===== config.mk =====
export PLATFORM = sky130hd
export DESIGN_NAME = memsel_top
export DESIGN_NICKNAME = d
export VERILOG_FILES = /design/src/rtl/memsel_pkg.sv /design/src/rtl/memsel_cfg.sv /design/src/rtl/memsel_tier.sv /design/src/rtl/memsel_top.sv
export SDC_FILE = /design/constraint.sdc
export NUM_CORES = 2
export LEC_CHECK = 0
export ABC_AREA = 1
export BUFFER_PORTS_ARGS = -buffer_cell sky130_fd_sc_hd__buf_2
export CELL_PAD_IN_SITES_DETAIL_PLACEMENT = 1
export CELL_PAD_IN_SITES_GLOBAL_PLACEMENT = 2
export CORE_ASPECT_RATIO = 1.25
export CORE_MARGIN = 5
export CORE_UTILIZATION = 36
export CTS_CLUSTER_DIAMETER = 40
export DETAILED_ROUTE_END_ITERATION = 7
export GPL_ROUTABILITY_DRIVEN = 0
export PLACE_DENSITY = 0.87
export SLEW_MARGIN = 0
export SYNTH_ARGS = -nofsm -noshare
export SYNTH_HDL_FRONTEND = slang
export SYNTH_SLANG_ARGS = --single-unit

===== constraint.sdc =====
create_clock -name clk -period 4.6 [get_ports clk]
set_input_delay 0 -clock clk [delete_from_list [all_inputs] [get_ports clk]]
set_output_delay 0 -clock clk [all_outputs]
set_load 0.05 [all_outputs]

===== src/rtl/memsel_pkg.sv =====
package memsel_pkg;

    parameter int ADDR_W = 16;

    typedef logic [ADDR_W-1:0] addr_t;
    typedef logic [ADDR_W:0]   span_t;

    typedef enum logic {
        SP_PROG = 1'b0,
        SP_DATA = 1'b1
    } space_e;

    typedef struct packed {
        logic  en;
        logic  dspace;
        addr_t lo;
        addr_t hi;
    } window_t;

    function automatic logic win_hit(window_t w, addr_t a);
        return w.en && (a >= w.lo) && (a <= w.hi);
    endfunction

    function automatic logic win_fits(addr_t lo, addr_t hi, span_t limit);
        span_t width;
        width = {1'b0, hi} - {1'b0, lo} + span_t'(1);
        return (hi >= lo) && (width <= limit);
    endfunction

endpackage


===== src/rtl/memsel_cfg.sv =====
module memsel_cfg
    import memsel_pkg::*;
#(
    parameter int    NT         = 4,
    parameter int    NS         = 4,
    parameter int    NM         = 8,
    parameter span_t SEC_BYTES  = span_t'(17'h02000),
    parameter span_t MAIN_BYTES = span_t'(17'h04000),
    localparam int   NSEL       = NT + NS + NM,
    localparam int   IW         = $clog2(NSEL + 1)
)(
    input  logic                clk,
    input  logic                rst,
    input  logic                we,
    input  logic [IW-1:0]       idx,
    input  addr_t               lo,
    input  addr_t               hi,
    input  logic                en,
    input  logic                dspace,
    output window_t [NSEL-1:0]  wins,
    output logic                err
);

    logic  accept;
    span_t limit;

    // Size limit depends on which tier the index lands in.
    always_comb begin
        if (int'(idx) < NT)           limit = {1'b1, {ADDR_W{1'b0}}};
        else if (int'(idx) < NT + NS) limit = SEC_BYTES;
        else                          limit = MAIN_BYTES;
        accept = (int'(idx) < NSEL) && win_fits(lo, hi, limit);
    end

    always_ff @(posedge clk) begin
        if (rst) begin
            wins <= '0;
            err  <= 1'b0;
        end else begin
            err <= we && !accept;
            if (we && accept) begin
                for (int k = 0; k < NSEL; k++) begin
                    if (int'(idx) == k) begin
                        wins[k] <= '{en: en, dspace: dspace, lo: lo, hi: hi};
                    end
                end
            end
        end
    end

    // a refusal is reported only after a write
    a_r6_err_needs_write: assert property (@(posedge clk) disable iff (rst)
        !we |=> !err);

    // a refused write leaves the window file untouched
    a_r6_refusal_keeps: assert property (@(posedge clk) disable iff (rst)
        (we && !accept) |=> (wins == $past(wins)));

endmodule


===== src/rtl/memsel_tier.sv =====
module memsel_tier
    import memsel_pkg::*;
#(
    parameter int N         = 4,
    parameter bit USE_SPACE = 1'b1
)(
    input  window_t [N-1:0] wins,
    input  addr_t           addr,
    input  logic            space,
    input  logic            force_sp,
    input  logic            forced,
    output logic [N-1:0]    first,
    output logic            any,
    output logic            multi
);

    logic [N-1:0] hit;

    for (genvar k = 0; k < N; k++) begin : g_match
        logic want;
        if (USE_SPACE) begin : g_sp
            assign want = forced ? force_sp : wins[k].dspace;
            assign hit[k] = win_hit(wins[k], addr) && (want == space);
        end else begin : g_nosp
            assign want = 1'b0;
            assign hit[k] = win_hit(wins[k], addr);
        end
    end

    assign first = hit & (~hit + N'(1));
    assign any   = |hit;
    assign multi = |(hit & (hit - N'(1)));

endmodule


===== src/rtl/memsel_top.sv =====
module memsel_top
    import memsel_pkg::*;
#(
    parameter int    NT         = 4,
    parameter int    NS         = 4,
    parameter int    NM         = 8,
    parameter span_t SEC_BYTES  = span_t'(17'h02000),
    parameter span_t MAIN_BYTES = span_t'(17'h04000),
    localparam int   NSEL       = NT + NS + NM,
    localparam int   IW         = $clog2(NSEL + 1)
)(
    input  logic              clk,
    input  logic              rst,
    input  logic [ADDR_W-1:0] addr_i,
    input  logic              strobe_i,
    input  logic              space_i,
    input  logic              main_data_i,
    input  logic              cfg_we_i,
    input  logic [IW-1:0]     cfg_idx_i,
    input  logic [ADDR_W-1:0] cfg_lo_i,
    input  logic [ADDR_W-1:0] cfg_hi_i,
    input  logic              cfg_en_i,
    input  logic              cfg_dspace_i,
    output logic [NSEL-1:0]   sel_o,
    output logic              none_o,
    output logic              clash_o,
    output logic              valid_o,
    output logic              cfg_err_o
);

    window_t [NSEL-1:0] wins;

    logic [NT-1:0] top_first;
    logic [NS-1:0] sec_first;
    logic [NM-1:0] main_first;
    logic top_any, sec_any, main_any;
    logic top_multi, sec_multi, main_multi;
    logic [NSEL-1:0] pick;

    memsel_cfg #(
        .NT(NT), .NS(NS), .NM(NM),
        .SEC_BYTES(SEC_BYTES), .MAIN_BYTES(MAIN_BYTES)
    ) u_cfg (
        .clk(clk), .rst(rst), .we(cfg_we_i), .idx(cfg_idx_i),
        .lo(cfg_lo_i), .hi(cfg_hi_i), .en(cfg_en_i), .dspace(cfg_dspace_i),
        .wins(wins), .err(cfg_err_o)
    );

    memsel_tier #(.N(NT), .USE_SPACE(1'b0)) u_top (
        .wins(wins[NT-1:0]), .addr(addr_i), .space(space_i),
        .force_sp(1'b0), .forced(1'b0),
        .first(top_first), .any(top_any), .multi(top_multi)
    );

    memsel_tier #(.N(NS), .USE_SPACE(1'b1)) u_sec (
        .wins(wins[NT+NS-1:NT]), .addr(addr_i), .space(space_i),
        .force_sp(SP_PROG), .forced(main_data_i),
        .first(sec_first), .any(sec_any), .multi(sec_multi)
    );

    memsel_tier #(.N(NM), .USE_SPACE(1'b1)) u_main (
        .wins(wins[NSEL-1:NT+NS]), .addr(addr_i), .space(space_i),
        .force_sp(SP_DATA), .forced(main_data_i),
        .first(main_first), .any(main_any), .multi(main_multi)
    );

    // Fixed tier ranking: fast tier, then secondary, then main.
    always_comb begin
        pick = '0;
        if (top_any)      pick[NT-1:0]        = top_first;
        else if (sec_any) pick[NT+NS-1:NT]    = sec_first;
        else              pick[NSEL-1:NT+NS]  = main_first;
    end

    always_ff @(posedge clk) begin
        if (rst) begin
            sel_o   <= '0;
            none_o  <= 1'b0;
            clash_o <= 1'b0;
            valid_o <= 1'b0;
        end else begin
            valid_o <= strobe_i;
            sel_o   <= strobe_i ? pick : '0;
            none_o  <= strobe_i && !(top_any || sec_any || main_any);
            clash_o <= strobe_i && (top_multi || sec_multi || main_multi);
        end
    end

    // never more than one memory driven
    a_r8_onehot: assert property (@(posedge clk) disable iff (rst)
        valid_o |-> $onehot0(sel_o));

    // no-match flag agrees with an empty select
    a_r3_none_empty: assert property (@(posedge clk) disable iff (rst)
        valid_o |-> (none_o == (sel_o == '0)));

    // an unstrobed edge leaves all outputs quiet
    a_r7_idle: assert property (@(posedge clk) disable iff (rst)
        !strobe_i |=> (!valid_o && sel_o == '0 && !none_o && !clash_o));

    // a fast-tier hit always owns the cycle
    a_r1_top_wins: assert property (@(posedge clk) disable iff (rst)
        (strobe_i && top_any) |=> (sel_o[NT-1:0] != '0));

    // secondary flash beats main flash
    a_r1_sec_over_main: assert property (@(posedge clk) disable iff (rst)
        (strobe_i && !top_any && sec_any) |=> (sel_o[NT+NS-1:NT] != '0));

endmodule


==> flow_summary.toml <==
[clock_tree]
cts_root_buf = "clkbuf_16"
numCtsBuffers = 109
clock_sinks = 560
clk_path_buf_depth = 3
clk_latency_ns = 0.71
path_clk_slew_ns = 0.06
cts_tree = "yes"
htree_levels = 3

[critical_path]
cpPeakStageDelay_ns = 0.56
crit_start = "cfg_lo_i[8]"
critPathLaunchType = "input port"
cp_max_fo = 8
cp_num_buf_inv = 10
timing.rr.start = "u_cfg.wins[82]"
worstPathRequired_ns = 5.24
critical-path-slowest-cell = "dlygate4sd3_1"
crit_type = "input port to register"
critPathCapture = "u_cfg.wins[128]"
cp.depth = 35
r2r_setup_slack_ns = 1.08
crit_family = "buffers and inverters"
cpMostUsedCell = "nor2_1"
r2r_end = "sel_o[15]"
crit_path_end_kind = "register"
reg2reg_depth = 14
critPathArrivalTime_ns = 5.06

[sta]
finalCriticalPeriod_ns = 4.426
final-setup-viol-count = 0
hold_violations = 0
max_freq_ghz = 0.2260
worst_pin_slew_ns = 1.104
whs_ns = 0.07460
period_share_pct = 96.21
slew_headroom_pct = 26.37
skew_ns = 0.04004
finalMaxSlewViolations = 0

[pwr]
p_total_mw = 15.05
vdd_ir_drop_max_v = 0.0002669
leakagePower_nw = 23.14
powerDensity_nw_per_um2 = 349.2

[die]
start_util_pct = 36.20
die_h_um = 365.2
rows = 130
die_w_um = 294.1
core_um2 = 100400
pin_count = 81
dieArea_um2 = 107400

[synth]
ys_types = 38
syn_inst = 5567
syn-num-nets = 6184
synth_top_flop_cell = "dfxtp_1"
yosysSeqAreaShare_pct = 30.86
syn_area_um2 = 36330
synth-edff-count = 0
synthArstFlopShare_pct = 0
ys_ff_latch = 560
ys_warn_count = 0
avgSynthCellArea_um2 = 6.526

[global_routing]
grt_pass1_vias = 35030
grt_pass1_wl_um = 201100
grt_overflow = 0
grt_max_degree = 183
antenna_found_initial = 12
grt_util_all_layers_pct = 24.20

[detailed_routing]
route.vias.total = 35080
route.detailed.drc = 0
avgRoutedWirePerCell_um = 19.36
ant_nets = 0
dr.pass1.iters = 5
drt-initial-drc-count = 1773
via_per_inst = 4.942
wl_um = 137500

[finish]
drive_above_1_share_pct = 7.827
nets = 6297
post-route-util_pct = 42.93
mostFrequentLayoutCells = "1586 x nand2_1, 1240 x nor2_1, 738 x inv_1"
finalInstanceArea_um2 = 43080
area_growth_pct = 18.58
layout_commonest_cell = "nand2_1"

[min_path]
holdCritPathClass = "input port to register"
holdPathStages = 5

[place]
hpwlAfterDp_um = 86560
post_dp_cell_area_um2 = 38180
port_buffers = 80

[flow_run]
cap_violations = 0

[run_status]
status = "complete, no violations"
-- routing by layer --
layer | vias up | wire, um | global-route usage [%]
li1 | 17310 | - | -
met1 | 16930 | 59590 | 29.69
met2 | 597 | 66990 | 43.87
met3 | 233 | 5357 | 2.819
met4 | 6 | 5488 | 8.323
met5 | - | 34 | 0
-- state kept, by name, indices dropped and copies added (netlist names) --
name,count
u_cfg.wins,540
sel_o,16
clash_o,1
none_o,1
u_cfg.err,1
valid_o,1
-- worst reg2reg max path: cells and delay by family, from the launching register on --
kind            cells  cell delay [ns]
compound gates      2             0.57
fa+ha+maj           1             0.28
buf+inv             2             0.14
flops               1             0.31
simple gates        9             2.09
-- cells in the mapped netlist, types with 2 or more instances --
cell type | number | area, um2
nand2_1 | 1593 | 5979
nor2_1 | 1241 | 4658
inv_1 | 745 | 2796
dfxtp_1 | 560 | 11210
ha_1 | 548 | 6857
a21oi_1 | 261 | 1306
clkbuf_1 | 142 | 533.0
nand3_1 | 98 | 490.5
o21ai_0 | 79 | 395.4
buf_2 | 70 | 350.3
nor3_1 | 61 | 305.3
nand4_1 | 36 | 225.2
buf_6 | 18 | 202.7
o21a_1 | 18 | 135.1
buf_1 | 16 | 60.06
o21bai_1 | 13 | 97.59
a21o_1 | 9 | 67.56
nand4_4 | 9 | 191.4
fa_1 | 8 | 160.2
o211ai_1 | 8 | 60.06
xor2_1 | 6 | 52.55
nand3b_1 | 5 | 37.54
inv_2 | 4 | 15.01
nor3b_1 | 3 | 22.52
a31oi_1 | 2 | 12.51
nor4_1 | 2 | 12.51
-- layout make-up --
type | instances | area [um2]
clock inverter | 73 | 920.9
inverter | 750 | 2825
multi-input combinational | 4010 | 21200
clock buffer | 133 | 2969
sequential | 560 | 11210
antenna | 4 | 10.01
timing repair buffer | 249 | 2293
tap | 1320 | 1652
fill | 12910 | 57270
-- timing repair --
| item | CTS | global route |
|---|---|---|
| resized for setup | 0 | 44 |
| setup endpoints to repair | 0 | 376 |
| endpoints found under the hold margin | 535 | 0 |
| hold buffers | 38 | 0 |
| setup buffers | 0 | 21 |
-- power breakdown --
group          internal (mW)  switching (mW)
sequential              4.88         0.00544
combinational          0.544            1.14
clock                   5.46            3.02
total                   10.9            4.16
-- worst min path at each step --
stage | endpoint | slack, ns | from
6_report | sel_o[4] | 0.07 | main_data_i
5_1_grt | u_cfg.wins[88] | 0.14 | cfg_lo_i[4]
4_1_cts | sel_o[4] | 0.03 | main_data_i
3_5_place_dp | u_cfg.wins[41] | 0.41 | cfg_hi_i[7]
3_3_place_gp | u_cfg.wins[109] | 0.41 | cfg_hi_i[7]
2_1_floorplan | u_cfg.wins[168] | 0.13 | cfg_dspace_i
-- cell families after synthesis --
| kind of cell | Yosys count | share of synthesized area [%] |
|---|---|---|
| xor+xnor | 7 | 0.1687 |
| fa+ha+maj | 556 | 19.31 |
| compound gates | 394 | 5.803 |
| flops | 560 | 30.86 |
| simple gates | 3053 | 32.90 |
| buf+inv | 997 | 10.96 |
-- per-stage QoR --
stage	std cells	worst slack, ns	TNS (ns)
6_report	7099	0.1743	0
2_1_floorplan	5567	0.3866	0
3_5_place_dp	6815	0.1497	0
5_1_grt	7096	-0.1068	-15.14
4_1_cts	7059	0.2448	0
3_3_place_gp	6815	0.2783	0
Power figures use the tool's default switching activity.
